## config.mk

```make
export PLATFORM = sky130hd
export DESIGN_NAME = amo_unit
export DESIGN_NICKNAME = d
export VERILOG_FILES = /design/src/rtl/amo_pkg.sv /design/src/rtl/amo_addr_gen.sv /design/src/rtl/amo_alu.sv /design/src/rtl/amo_fsm.sv /design/src/rtl/amo_unit.sv
export SDC_FILE = /design/constraint.sdc
export NUM_CORES = 1
export LEC_CHECK = 0
export CELL_PAD_IN_SITES_DETAIL_PLACEMENT = 0
export CELL_PAD_IN_SITES_GLOBAL_PLACEMENT = 2
export CORE_MARGIN = 5
export CORE_UTILIZATION = 28
export CTS_CLUSTER_DIAMETER = 80
export DETAILED_ROUTE_END_ITERATION = 8
export GPL_TIMING_DRIVEN = 0
export PLACE_DENSITY_LB_ADDON = 0.1
export SYNTH_ARGS = -nofsm -noshare
export SYNTH_HDL_FRONTEND = slang
export SYNTH_HIERARCHICAL = 1
export SYNTH_SLANG_ARGS = --single-unit
```

## constraint.sdc

```tcl
create_clock -name clk -period 6.25 [get_ports clk]
set_input_delay 0.9375 -clock clk [delete_from_list [all_inputs] [get_ports clk]]
set_output_delay 0.9375 -clock clk [all_outputs]
set_load 0.1 [all_outputs]
```

## src/rtl/amo_pkg.sv

```systemverilog
package amo_pkg;

  typedef enum logic [1:0] {
    ST_IDLE,
    ST_READ,
    ST_MODIFY,
    ST_DONE
  } amo_state_e;

  typedef enum logic [2:0] {
    K_ADD,
    K_OR,
    K_AND,
    K_XOR,
    K_XCHG,
    K_CMPX,
    K_BAD
  } amo_kind_e;

  typedef struct packed {
    amo_kind_e kind;
    logic      fetch;
  } amo_dec_t;

  localparam logic [7:0] SEL_XCHG = 8'hE1;
  localparam logic [7:0] SEL_CMPX = 8'hF1;

  // Upper nibble picks the operation, bit 0 is the fetch flag.
  function automatic amo_dec_t amo_decode(input logic [7:0] sel);
    amo_dec_t d;
    d.fetch = sel[0];
    d.kind  = K_BAD;
    if (sel[3:1] == 3'b000) begin
      case (sel[7:4])
        4'h0: d.kind = K_ADD;
        4'h4: d.kind = K_OR;
        4'h5: d.kind = K_AND;
        4'hA: d.kind = K_XOR;
        default: d.kind = K_BAD;
      endcase
    end
    if (sel == SEL_XCHG) d.kind = K_XCHG;
    if (sel == SEL_CMPX) d.kind = K_CMPX;
    return d;
  endfunction

endpackage

```

## src/rtl/amo_addr_gen.sv

```systemverilog
module amo_addr_gen #(
  parameter int AW   = 32,
  parameter int OFFW = 16
) (
  input  logic [AW-1:0]   base,
  input  logic [OFFW-1:0] offset,
  output logic [AW-1:0]   addr
);
  localparam int EXTW = AW - OFFW;

  logic [AW-1:0] off_ext;

  assign off_ext = {{EXTW{offset[OFFW-1]}}, offset};
  assign addr    = base + off_ext;
endmodule

```

## src/rtl/amo_alu.sv

```systemverilog
module amo_alu
  import amo_pkg::*;
#(
  parameter int DW = 64
) (
  input  amo_kind_e     kind,
  input  logic          dword,
  input  logic [DW-1:0] old_raw,
  input  logic [DW-1:0] src,
  input  logic [DW-1:0] r0,
  output logic [DW-1:0] old_ext,
  output logic          wr_req,
  output logic [DW-1:0] wdata
);
  localparam int WW = DW / 2;

  logic [DW-1:0] src_m, r0_m, result;

  function automatic logic [DW-1:0] low_half(input logic [DW-1:0] x);
    return {{(DW-WW){1'b0}}, x[WW-1:0]};
  endfunction

  assign old_ext = dword ? old_raw : low_half(old_raw);
  assign src_m   = dword ? src     : low_half(src);
  assign r0_m    = dword ? r0      : low_half(r0);

  always_comb begin
    result = '0;
    wr_req = 1'b1;
    case (kind)
      K_ADD:   result = old_ext + src_m;
      K_OR:    result = old_ext | src_m;
      K_AND:   result = old_ext & src_m;
      K_XOR:   result = old_ext ^ src_m;
      K_XCHG:  result = src_m;
      K_CMPX: begin
        result = src_m;
        wr_req = (old_ext == r0_m);
      end
      default: wr_req = 1'b0;
    endcase
  end

  assign wdata = dword ? result : low_half(result);
endmodule

```

## src/rtl/amo_fsm.sv

```systemverilog
module amo_fsm
  import amo_pkg::*;
(
  input  logic       clk,
  input  logic       rst_n,
  input  logic       accept,
  output amo_state_e state
);
  amo_state_e nxt;

  always_comb begin
    nxt = state;
    case (state)
      ST_IDLE:   if (accept) nxt = ST_READ;
      ST_READ:   nxt = ST_MODIFY;
      ST_MODIFY: nxt = ST_DONE;
      default:   nxt = ST_IDLE;
    endcase
  end

  always_ff @(posedge clk) begin
    if (!rst_n) state <= ST_IDLE;
    else        state <= nxt;
  end
endmodule

```

## src/rtl/amo_unit.sv

```systemverilog
module amo_unit
  import amo_pkg::*;
#(
  parameter int AW   = 32,
  parameter int OFFW = 16,
  parameter int DW   = 64
) (
  input  logic            clk,
  input  logic            rst_n,
  input  logic            req_valid,
  output logic            req_ready,
  input  logic [7:0]      req_sel,
  input  logic            req_dword,
  input  logic [AW-1:0]   req_base,
  input  logic [OFFW-1:0] req_offset,
  input  logic [DW-1:0]   req_src,
  input  logic [DW-1:0]   req_r0,
  output logic [AW-1:0]   mem_addr,
  output logic            mem_dword,
  output logic            mem_rd_en,
  output logic            mem_wr_en,
  output logic [DW-1:0]   mem_wdata,
  input  logic [DW-1:0]   mem_rdata,
  output logic            mem_lock,
  output logic            done,
  output logic            src_wb_en,
  output logic [DW-1:0]   src_wb_data,
  output logic            r0_wb_en,
  output logic [DW-1:0]   r0_wb_data
);
  amo_state_e    state;
  logic          accept;
  amo_dec_t      dec;
  logic [AW-1:0] addr_c;

  amo_kind_e     kind_q;
  logic          fetch_q, dword_q, sw_q, rw_q;
  logic [AW-1:0] addr_q;
  logic [DW-1:0] src_q, r0_q, old_q;

  logic [DW-1:0] alu_old, alu_wdata;
  logic          alu_wr;

  assign accept = req_valid && req_ready;
  assign dec    = amo_decode(req_sel);

  amo_fsm u_fsm (
    .clk    (clk),
    .rst_n  (rst_n),
    .accept (accept),
    .state  (state)
  );

  amo_addr_gen #(.AW(AW), .OFFW(OFFW)) u_addr (
    .base   (req_base),
    .offset (req_offset),
    .addr   (addr_c)
  );

  amo_alu #(.DW(DW)) u_alu (
    .kind    (kind_q),
    .dword   (dword_q),
    .old_raw (mem_rdata),
    .src     (src_q),
    .r0      (r0_q),
    .old_ext (alu_old),
    .wr_req  (alu_wr),
    .wdata   (alu_wdata)
  );

  always_ff @(posedge clk) begin
    if (!rst_n) begin
      kind_q  <= K_BAD;
      fetch_q <= 1'b0;
      dword_q <= 1'b0;
      addr_q  <= '0;
      src_q   <= '0;
      r0_q    <= '0;
      old_q   <= '0;
      sw_q    <= 1'b0;
      rw_q    <= 1'b0;
    end else begin
      if (accept) begin
        kind_q  <= dec.kind;
        fetch_q <= dec.fetch;
        dword_q <= req_dword;
        addr_q  <= addr_c;
        src_q   <= req_src;
        r0_q    <= req_r0;
      end
      if (state == ST_MODIFY) begin
        old_q <= alu_old;
        sw_q  <= (kind_q == K_XCHG) ||
                 (fetch_q && (kind_q inside {K_ADD, K_OR, K_AND, K_XOR}));
        rw_q  <= (kind_q == K_CMPX);
      end
    end
  end

  assign req_ready   = (state == ST_IDLE);
  assign mem_addr    = addr_q;
  assign mem_dword   = dword_q;
  assign mem_rd_en   = (state == ST_READ);
  assign mem_wr_en   = (state == ST_MODIFY) && alu_wr;
  assign mem_wdata   = (state == ST_MODIFY) ? alu_wdata : '0;
  assign mem_lock    = (state == ST_READ) || (state == ST_MODIFY);
  assign done        = (state == ST_DONE);
  assign src_wb_en   = done && sw_q;
  assign r0_wb_en    = done && rw_q;
  assign src_wb_data = old_q;
  assign r0_wb_data  = old_q;
endmodule

```

==> run summary, run 1 <==
The total clock buffers created by CTS is 31. The total wire length after detailed routing came out at approximately 100000 um. The path class of the lowest-slack min-delay path is reg2reg.

The post-synthesis sequential element count came out at 233. Among all cell types in the netlist, the one instantiated most often is sky130_fd_sc_hd__nand2_1. The largest total area in the synthesized netlist belongs to sky130_fd_sc_hd__dfxtp_1. The count of final max-slew check failures is 0. The area of the core is 69700 sq um. The number of cell rows came out at between 90 and 100. Yosys attributes the largest share of cell area to sky130_fd_sc_hd__dfxtp_1 (24%), sky130_fd_sc_hd__nand2_1 (10%), sky130_fd_sc_hd__a21oi_1 (8.7%), sky130_fd_sc_hd__ha_1 (8.6%), sky130_fd_sc_hd__buf_4 (4.3%). The routed layout has 21486 vias. In the routed layout, each cell is associated on average with a via count of approximately 5. The number of hold buffers added after CTS was 0. For this run the aggregate overflow at the end of global routing stands at 0.

The max-capacitance violation count is 0. The slowest stage of the critical path is the sky130_fd_sc_hd__clkdlybuf4s50_1 cell. The count of nets left with antenna violations once routing finished came out at 0. The worst-margin pin slew is 1160 ps. The data required time of the critical path came out at 5310 ps. The detailed router finished its first iteration with 1557 violations. The count of flip-flops with a built-in enable after synthesis is 0. The worst voltage drop across the vdd grid came out at 290 uV.

The setup slack after layout is between 90 and 100 ps. The share of flip-flops with an asynchronous set or reset after synthesis came out at 0. For this run, design rule violations remaining after detail routing come to 0. The class of the most critical setup path is in2out. The H-tree depth came out at 1.

Setup repair after global routing left no endpoint under its margin. The worst setup path is captured at an output port. In the finished design, the share of the clock period the worst path needs comes to 0.984. The sequential cell area fraction in the yosys report came out at 0.238. The relative slew slack is 0.229. The effective utilization at floorplan is 0.281.

The clock tree from TritonCTS is built. The count of clock tree sinks came out at about 230. The placed instance count is 4181.

For this design the static power due to leakage is 0.0111 uW. The distinct cell type count after synthesis came out at 91. The total standard cell area after synthesis came out at ~20000 sq um. The average instance in the mapped netlist occupies 7.07 sq um. The number of antenna violations at the first check in global routing is 16. The worst hold-check slack came out at 457 ps.

The finished layout holds 4250 standard cells, fillers aside. The count of port buffers added during placement came out at 470. The highest attainable clock frequency is roughly 0.16 GHz. The count of endpoints failing setup in the final report is 0. The fraction of layout cells with a size suffix above 1 is 0.104. The wire length of the first global-routing pass came out at around 140000 um.

The number of standard cells after synthesis came out at 2769. The main flop type after synthesis is sky130_fd_sc_hd__dfxtp_1. The number of global-route vias before repair came out at around 21000. Of all nets on the critical path, the largest fanout is 7. The proportion of netlist area held by the largest area contributor came out at 0.238. The clock insertion delay at the later pin of the skew report came out at approximately 600 ps. The global placement routability congestion is 0.935. The flow ran to the end, and the final reports show no timing, DRC or antenna violations. The horizontal die dimension is roughly 270 um. When the netlist entered floorplanning its net count stood at 3158.

The clock skew after layout is 9.93 ps. The post-synthesis to final-layout area growth is 37.6%. The wire length per cell came out at approximately 23 um.

The clock edge transition at the registers on the reported setup and hold paths is 60 ps. The peak per-stage delay on the critical path came out at 750 ps. The maximum number of pins on one net before global-route repair came out at 18. The minimum period implied by the final worst setup slack came out at roughly 6000 ps.

The die outline height is approximately 270 um. The final hold violation count came out at 0. The post-route setup TNS is 0 ps. The root buffer cell chosen for the clock tree is sky130_fd_sc_hd__clkbuf_16. about 480 I/O pins were placed. The total power draw is between 7000 and 8000 uW. Traced cell by cell, the critical path runs through clkdlybuf4s50_1 -> inv_1 -> ha_1 -> a21oi_1 -> o21ai_0 -> or4b_2 -> o211ai_1 -> a22o_1 -> o21a_1 -> nor3_4 -> and3b_1 -> or4b_1 -> o311ai_1 -> and2_2 -> buf_8.

The Yosys step of the flow raised 6 warnings. The power density over cell area came out at just under 300 nW/um^2. In the final design database the tool counted around 3700 nets. For this run, the total global-route usage over all layers was measured as 0.246. The commonest cells after synthesis are sky130_fd_sc_hd__nand2_1 (542), sky130_fd_sc_hd__a21oi_1 (342), sky130_fd_sc_hd__dfxtp_1 (233). The area of the die came out at approximately 75000 sq um. The worst setup path is launched from an input port. The worst setup slack after placement is -3530 ps. STA puts the critical path data arrival time at approximately 5200 ps. The clock tree buffer depth came out at 3. The number of iterations in the first detailed-routing pass came out at 5. Summed over all nets, the half-perimeter wirelength after detailed placement is 78800 um.
## layer usage
layer,vias up,track usage,wire (um)
met5,-,0,118
met4,18,0.0668,2940
met3,123,0.0626,7110
met2,705,0.409,45200
met1,10196,0.318,42000
li1,10444,-,-
## cell families (layout without fill, tap and decap cells)
kind of cell               count (synthesis)  after routing  synth area share
muxes                                     89             89            0.0471
DFF                                      233            233             0.238
adders and majority gates                141            141            0.0905
and+or+nand+nor                         1003           1003             0.225
other                                      0              7                 0
buffers and inverters                    424            958             0.107
xor gates and xnor gates                 131            131            0.0586
AOI/OAI and AO/OA                        748            748             0.234
## timing repair
item | CTS | global route
endpoints found under the setup margin | 56 | 39
buffers inserted | 7 | 2
pin swaps | 9 | 3
gates resized for setup | 232 | 40
## final timing paths
| path | from | end | slack (ps) | cells after the start |
|---|---|---|---|---|
| worst min register to register | mem_addr[30] | mem_addr[30] | 460 | 2 |
| worst max-delay path | mem_rdata[29] | mem_wdata[56] | 100 | 15 |
| worst min-delay path | mem_addr[30] | mem_addr[30] | 460 | 2 |
| worst max register to register | mem_dword | r0_wb_data[41] | 3820 | 8 |
## layout make-up
class / instances / area (sq um)
Antenna cell: 7 / 17.5
Buffer: 292 / 1700
Clock buffer: 45 / 888
Clock inverter: 11 / 133
Fill cell: 7522 / 42700
Inverter: 129 / 484
Multi-Input combinational cell: 2112 / 13100
Sequential cell: 233 / 4670
Tap cell: 940 / 1180
Timing Repair Buffer: 481 / 4820
## where the power goes
part | total [uW] | switching, uW | internal, uW
combinational | 4170 | 2910 | 1260
sequential | 1970 | 216 | 1750
clock | 1800 | 729 | 1070
## worst max-delay path: cells and delay by family
kind | cells | cell delay (ps)
simple gates | 5 | 1510
compound gates | 6 | 1290
buf+inv | 3 | 1040
fa+ha+maj | 1 | 400
## placed cells by master (no fill, tap or decap), types with 11 or more instances in the layout
master,count
sky130_fd_sc_hd__nand2_1,540
sky130_fd_sc_hd__clkdlybuf4s50_1,404
sky130_fd_sc_hd__a21oi_1,337
sky130_fd_sc_hd__dfxtp_1,232
sky130_fd_sc_hd__nor2_1,202
sky130_fd_sc_hd__ha_1,133
sky130_fd_sc_hd__inv_1,127
sky130_fd_sc_hd__buf_4,127
sky130_fd_sc_hd__clkbuf_1,111
sky130_fd_sc_hd__o21ai_0,103
sky130_fd_sc_hd__xor2_1,93
sky130_fd_sc_hd__and2_1,83
sky130_fd_sc_hd__mux2i_1,73
sky130_fd_sc_hd__buf_2,52
sky130_fd_sc_hd__a21o_1,40
sky130_fd_sc_hd__xnor2_1,38
sky130_fd_sc_hd__o211ai_1,35
sky130_fd_sc_hd__clkbuf_16,34
sky130_fd_sc_hd__o22ai_1,34
sky130_fd_sc_hd__nand3_1,33
sky130_fd_sc_hd__a22oi_1,30
sky130_fd_sc_hd__nand4_1,25
sky130_fd_sc_hd__a31oi_1,24
sky130_fd_sc_hd__nor3_1,22
sky130_fd_sc_hd__dlymetal6s2s_1,20
sky130_fd_sc_hd__nor4_1,20
sky130_fd_sc_hd__a211oi_1,17
sky130_fd_sc_hd__mux2_2,15
sky130_fd_sc_hd__buf_1,14
sky130_fd_sc_hd__dlygate4sd2_1,14
sky130_fd_sc_hd__a22o_1,13
sky130_fd_sc_hd__and3_1,12
sky130_fd_sc_hd__o21bai_1,11
## state kept, by name, indices dropped and copies added, names as in the netlist
signal / count
fetch_q: 1
kind_q: 3
mem_addr: 32
mem_dword: 1
r0_q: 64
r0_wb_data: 64
rw_q: 1
src_q: 64
sw_q: 1
u_fsm/state: 2
## metrics by stage
stage,util,instance area [sq um]
floorplan,-,19600
global placement,0.366,25500
detailed placement,0.366,25500
CTS,0.386,26900
global route,0.387,26900
finish,0.387,27000
Note: power is estimated with default switching activity, not from simulation.
==> inputs of run 2 (changes only) <==
SLEW_MARGIN = 30   (was default)
==> run summary, run 2 (same netlist as run 1, synthesis figures left out) <==
The worst voltage drop across the vdd grid came out at 317 uV (+9.2%). The clock tree buffer depth was 3 (unchanged). The leakage power is 0.0110 uW (-0.84%). The total I/O pin count came to 484 (unchanged).

The internal reg-to-reg setup slack is 3810 ps (about the same). The worst setup slack after placement is -3470 ps (+62.5 ps). The via count normalized by instance count came out at 5.08 (+0.40%).

TritonCTS built the clock tree. The filler cell count came to 7552 (+0.40%). The die outline height came out at 274 um (unchanged). The count of final max-slew check failures is 0 (unchanged). The utilization after layout is 0.387 (about the same). The total clock buffers created by CTS came to 31 (unchanged). The share of the clock period used by the worst path after layout is 0.984 (about the same). The count of endpoints failing setup in the final report is 0 (unchanged). The number of cells on the worst reg-to-reg path came to 8 (unchanged). The hold buffer count at CTS is 0 (unchanged). The aggregate global-route resource usage came out at 0.247 (+0.000445). The count of clock tree sinks is 233 (unchanged). The setup slack after layout came out at 102 ps (+3.21 ps). The minimum period implied by the final worst setup slack is 6150 ps (-3.21 ps). The number of DRC markers after the initial detailed-route iteration was 1591 (+2.2%).

The reg-to-reg endpoint is r0_wb_data[41]. The number of antenna violations at the first check in global routing came out at 15 (-1). The power density over cell area is 296 nW/um^2 (+0.63%). The non-filler instance count after layout is 4251 (+0.024%). The wire length per cell came to 22.9 um (+0.13%).

The final instance area was 26900 sq um (about the same). The placed instance count came out at 4180 (-0.024%). The number of vias after detailed routing is 21577 (+0.42%). The reported net switching power came out at 3860 uW (+0.26%). The highest attainable clock frequency was 0.163 GHz (about the same). The clock skew after layout is 5.61 ps (-4.32 ps). The run finished with clean final reports.

The residual antenna-violating net count after detailed routing is 0 (unchanged). The area of the die is 75300 sq um (unchanged). The maximum number of pins on one net before global-route repair is 18 (unchanged). The clock edge transition at the registers on the reported setup and hold paths came out at 60 ps (about the same). The total wire length after detailed routing came out at 97500 um (+0.15%).

The proportion of power drawn by combinational gates came out at 0.522 (-0.004). The worst hold-check slack is 454 ps (-2.51 ps). The clock insertion delay at the later pin of the skew report was 600 ps (about the same).

The data required time of the critical path came out at 5310 ps (about the same). The horizontal die dimension is 274 um (unchanged). The total grt overflow was 0 (unchanged).

The final hold violation count is 0 (unchanged). The max-capacitance violation count is 0 (unchanged). The arrival time at the worst endpoint came out at 5210 ps (about the same).

The placed wire-length estimate is 78800 um (about the same). The critical path starts at mem_dword. The count of port buffers added during placement came out at 470 (unchanged). The worst setup path is captured at an output port. The global placement routability congestion came out at 0.935 (unchanged).

The largest fanout on the critical path is 10 (+3). The relative slew slack was 0.279 (+0.0505). The share of power burned in registers is 0.247 (about the same). The path class of the lowest-slack min-delay path is reg2reg. The library cell used most frequently in the layout, excluding fill and tap cells, is sky130_fd_sc_hd__nand2_1.

The top cell types in the final layout, fill and taps aside, are sky130_fd_sc_hd__nand2_1 (540), sky130_fd_sc_hd__clkdlybuf4s50_1 (407), sky130_fd_sc_hd__a21oi_1 (338). The cell internal power dissipation is 4110 uW (+0.85%). The proportion of power drawn by the clock network is 0.231 (+0.005). The final-stage net count came out at 3670 (+0.027%). Setup repair after global routing could not meet its margin everywhere. The wire length of the first global-routing pass came out at 140000 um (+0.23%). The H-tree depth came out at 1 (unchanged).

The switching power share of the total was 0.485 (-0.00146). The class of the most critical setup path is reg2out. The post-synthesis to final-layout area growth is 37.5% (about the same).

The endpoint of the worst setup timing path is mem_wdata[61]. STA classifies the critical path startpoint as a flip-flop. The number of global-route vias before repair is 21406 (-0.093%). The worst-margin pin slew came out at 1080 ps (-73.8 ps). The DRC violation count after routing was 0 (unchanged). The number of cell rows was 97 (unchanged). The effective utilization at floorplan is 0.281 (unchanged). The origin of the critical flop-to-flop path is mem_dword.

The fraction of layout cells with a size suffix above 1 came out at 0.109 (+0.00481). The number of iterations in the first detailed-routing pass came out at 7 (+2). The area of the core came to 69700 sq um (unchanged). In this run the clock root is driven by a sky130_fd_sc_hd__clkbuf_16. The cell area after placement is 25400 sq um (-0.23%).
==> run 2: changes by cell type in the layout (fill, tap and decap cells not counted), sizes merged <==
cell / previous run / this run
bufinv: 2 / 3
buf: 207 / 219
clkbuf: 160 / 163
inv: 131 / 130
clkdlybuf4s50: 404 / 407
clkdlybuf4s15: 11 / 10
clkinv: 5 / 3
dlygate4sd2: 14 / 10
dlymetal6s2s: 20 / 11
clkinvlp: 2 / 3
clkdlybuf4s18: 2 / 0
==> run 2: repair_timing <==
item | in CTS | in global routing
endpoints found under the setup margin | 52 | 47
resized for setup | 215 | 42
pin swaps | 8 | 10
setup buffers | 4 | 7
==> run 2: routing by layer <==
metal | track usage | part of all wire
met3 | 0.0574 | 0.069
met5 | 0 | 0.0014
met2 | 0.411 | 0.46
met4 | 0.0668 | 0.029
met1 | 0.321 | 0.44
==> run 2: area by class of cell <==
type / count / area [sq um] / share of cell area
multi-input cells: 2112 / 13100 / 0.486
repair buffers: 482 / 4750 / 0.176
flip-flops and latches: 233 / 4670 / 0.173
plain buffers: 292 / 1700 / 0.0632
well taps: 940 / 1180 / 0.0437
clock buffers: 46 / 892 / 0.0331
inverters: 129 / 484 / 0.0180
clock inverters: 10 / 155 / 0.00576
diodes: 7 / 17.5 / 0.000650
==> run 2: worst min path at each step <==
stage / slack [ps] / depth (start not counted) / startpoint / endpoint
6_report: 450 / 2 / mem_addr[4] / mem_addr[4]
5_1_grt: 480 / 2 / mem_addr[3] / mem_addr[3]
4_1_cts: 460 / 2 / src_q[47] / src_q[47]
3_5_place_dp: 450 / 2 / src_q[47] / src_q[47]
3_3_place_gp: 450 / 2 / mem_addr[22] / mem_addr[22]
2_1_floorplan: 430 / 2 / src_q[35] / src_q[35]
==> run 2: worst max-delay path: stages (launching register included) <==
cell and delay (ps):
sky130_fd_sc_hd__dfxtp_4 420, sky130_fd_sc_hd__buf_8 150, sky130_fd_sc_hd__buf_6 160, sky130_fd_sc_hd__clkbuf_16 190, sky130_fd_sc_hd__clkbuf_16 190, sky130_fd_sc_hd__buf_8 170
sky130_fd_sc_hd__clkbuf_16 200, sky130_fd_sc_hd__nand2_4 90, sky130_fd_sc_hd__ha_4 350, sky130_fd_sc_hd__nand4_1 140, sky130_fd_sc_hd__or3_4 400, sky130_fd_sc_hd__nor4_1 360
sky130_fd_sc_hd__a32oi_2 240, sky130_fd_sc_hd__and4_1 360, sky130_fd_sc_hd__nor3_4 240, sky130_fd_sc_hd__a311oi_1 170, sky130_fd_sc_hd__mux2i_1 190, sky130_fd_sc_hd__o221ai_1 120
sky130_fd_sc_hd__and2_2 260, sky130_fd_sc_hd__buf_6 190
==> run 2: stage by stage <==
step,total power (uW),setup TNS [ps]
2_1_floorplan,4820,0
3_3_place_gp,6090,-98230
3_5_place_dp,6110,-90410
4_1_cts,8040,-44.7
5_1_grt,8420,-91.0
6_report,7970,0
==> run 2: power groups by stage <==
stage          Combinational (uW)  Clock, uW  Sequential (uW)
2_1_floorplan                2200          0             2620
3_5_place_dp                 4110          0             2000
4_1_cts                      4160       1910             1970
5_1_grt                      4450       1970             2000
6_report                     4160       1840             1970
3_3_place_gp                 4100          0             1990
==> inputs of run 3 (changes only) <==
CORE_ASPECT_RATIO = 2   (was default)
==> run summary, run 3 (same netlist as run 1, synthesis figures left out) <==
The clock tree buffer depth is 3 (unchanged). The path class of the lowest-slack min-delay path is reg2reg. The wire length per cell was 24.9 um (+8.6%). The clock skew after layout came out at 12.6 ps (+7.02 ps). The total I/O pin count came to 484 (unchanged). The minimum period implied by the final worst setup slack came out at 6110 ps (-34.1 ps). The clock insertion delay at the later pin of the skew report is 600 ps (about the same). The die outline height is 384 um (+40%). In this run the worst setup path begins at mem_rdata[17].

In this run the critical register-to-register path is launched from mem_dword. The maximum number of pins on one net before global-route repair came to 18 (unchanged). The worst setup path is launched from an input port. The area of the core came to 69600 sq um (-0.10%). The post-route setup TNS came to 0 ps (unchanged). The worst voltage drop across the vdd grid is 256 uV (-19%). The highest attainable clock frequency came out at 0.164 GHz (+0.56%). The count of endpoints failing setup in the final report is 0 (unchanged).

The residual antenna-violating net count after detailed routing is 0 (unchanged). The number of global-route vias before repair came to 22037 (+2.9%). The max-capacitance violation count is 0 (unchanged).

The number of DRC markers after the initial detailed-route iteration came out at 1256 (-21%). The count of final max-slew check failures is 0 (unchanged). The post-synthesis to final-layout area growth is 36.1%.

The count of port buffers added during placement is 470 (unchanged). The worst hold-check slack is 451 ps (-2.65 ps). The leakage power was 0.0109 uW (-0.76%).

The horizontal die dimension is 197 um (-28%). The flow ran to the end, and the final reports show no timing, DRC or antenna violations. The critical-path cell with the highest stage delay is sky130_fd_sc_hd__clkdlybuf4s50_1.

The arrival time at the worst endpoint is 5180 ps (-30 ps). The wire length of the first global-routing pass is 149000 um (+5.9%). The DRC violation count after routing came out at 0 (unchanged).

The number of cell rows came out at 137 (+41%). The data required time of the critical path came out at 5310 ps (about the same). The critical path goes through clkdlybuf4s50_1 -> inv_1 -> ha_1 -> nand2_1 -> nor3_4 -> a32oi_1 -> o221ai_1 -> o2111ai_1 -> a21oi_2 -> buf_4 -> a211oi_4 -> buf_6 -> o41ai_4 -> xnor2_1 -> o22ai_1 -> and2_4 -> buf_12. The root buffer selected by CTS is sky130_fd_sc_hd__clkbuf_16. The peak per-stage delay on the critical path is 670 ps (+250 ps). TritonCTS built the clock tree. The total clock buffers created by CTS came to 26 (-16%). The critical path capture point type is an output port. The worst setup slack after placement came out at -3810 ps (-347 ps). The number of buffers and inverters on the critical path came out at 5 (-2). The filler cell count came to 7612 (+0.79%). The worst-margin pin slew is 1040 ps (-41.0 ps).

The number of iterations in the first detailed-routing pass was 5 (-2). The placed wire-length estimate is 86100 um (+9.3%). The relative slew slack came out at 0.304 (+0.0251).

The share of the clock period used by the worst path after layout is 0.978 (-0.00546). In the layout the commonest cells are sky130_fd_sc_hd__nand2_1 (540), sky130_fd_sc_hd__clkdlybuf4s50_1 (401), sky130_fd_sc_hd__a21oi_1 (337). The global placement routability congestion came out at 0.990 (+5.9%). The setup path with the least slack is of type in2out. The largest fanout on the critical path came to 6 (-4). The number of antenna violations at the first check in global routing is 13 (-2). The clock edge transition at the registers on the reported setup and hold paths is 60 ps (about the same). The number of vias after detailed routing is 21785 (+0.96%). The multi-input gate area in the final layout came to 13100 sq um (unchanged). The effective utilization at floorplan is 0.281 (+0.000283). The final-stage net count is 3667 (-0.082%). The power density over cell area came out at 292 nW/um^2 (-1.2%).

In this run the most critical hold path is launched from src_q[36]. The aggregate global-route resource usage is 0.263 (+0.0166). The fraction of layout cells with a size suffix above 1 came out at 0.111 (+0.00215).

The setup slack after layout is 136 ps (+34.1 ps). The H-tree depth is 1 (unchanged). The via count normalized by instance count came out at 5.18 (+2.1%). The category of cells accounting for the largest share of critical-path delay is compound AO/OA/AOI/OAI gates. The total wire length after detailed routing is 105000 um (+7.4%). The library cell used most frequently in the layout, excluding fill and tap cells, is sky130_fd_sc_hd__nand2_1. The total grt overflow was 0 (unchanged). The sequential cell area came to 4670 sq um (unchanged). The area of the die is 75700 sq um (+0.43%). The count of clock tree sinks came out at 233 (unchanged). The final hold violation count came out at 0 (unchanged).
run 3: final cells by class:
type | instances | area share
multi-input combinational | 2112 | 0.491
timing repair buffer | 488 | 0.178
sequential | 233 | 0.175
buffer | 288 | 0.0635
tap | 903 | 0.0424
clock buffer | 34 | 0.0278
inverter | 129 | 0.0182
clock inverter | 10 | 0.00329
antenna | 6 | 0.000563
run 3: worst paths after layout:
| kind | depth (start not counted) | slack (ps) | end |
|---|---|---|---|
| worst min register to register | 2 | 450 | src_q[36] |
| worst max register to register | 9 | 3800 | r0_wb_data[41] |
| worst max-delay path | 17 | 140 | mem_wdata[63] |
| worst min-delay path | 2 | 450 | src_q[36] |
run 3: routing by layer:
metal | vias up | global-route usage | routed length (um)
met1 | 10372 | 0.270 | 37500
met4 | 10 | 0.110 | 5180
li1 | 10433 | - | -
met3 | 197 | 0.0401 | 5400
met2 | 773 | 0.519 | 56600
met5 | - | 0 | 73
run 3: power breakdown:
part           internal (uW)  switching (uW)
combinational           1260            2970
sequential              1750             220
clock                    874             721
total                   3880            3910
run 3: worst reg2reg max path, stage by stage (launching register included):
cell	delay (ps)
sky130_fd_sc_hd__dfxtp_4	400
sky130_fd_sc_hd__buf_6	160
sky130_fd_sc_hd__buf_8	150
sky130_fd_sc_hd__buf_8	160
sky130_fd_sc_hd__clkbuf_16	160
sky130_fd_sc_hd__clkbuf_4	290
sky130_fd_sc_hd__clkbuf_1	650
sky130_fd_sc_hd__and2_2	280
sky130_fd_sc_hd__mux2i_1	60
sky130_fd_sc_hd__nor2_1	80
run 3: repair_timing:
| item | 4_1_cts | 5_1_grt |
|---|---|---|
| setup endpoints to repair | 58 | 41 |
| hold buffers | 0 | 0 |
| gates resized for setup | 223 | 32 |
| buffers inserted | 4 | 13 |
| pin swaps | 8 | 7 |
run 3: per-stage QoR:
| stage | instance area, sq um | util | instances | power, uW |
|---|---|---|---|---|
| floorplan | 19600 | - | 2769 | 4820 |
| global placement | 25400 | 0.365 | 4142 | 6170 |
| detailed placement | 25400 | 0.365 | 4143 | 6180 |
| CTS | 26500 | 0.381 | 4186 | 7870 |
| global route | 26600 | 0.383 | 4200 | 8180 |
| finish | 26700 | 0.383 | 4203 | 7790 |
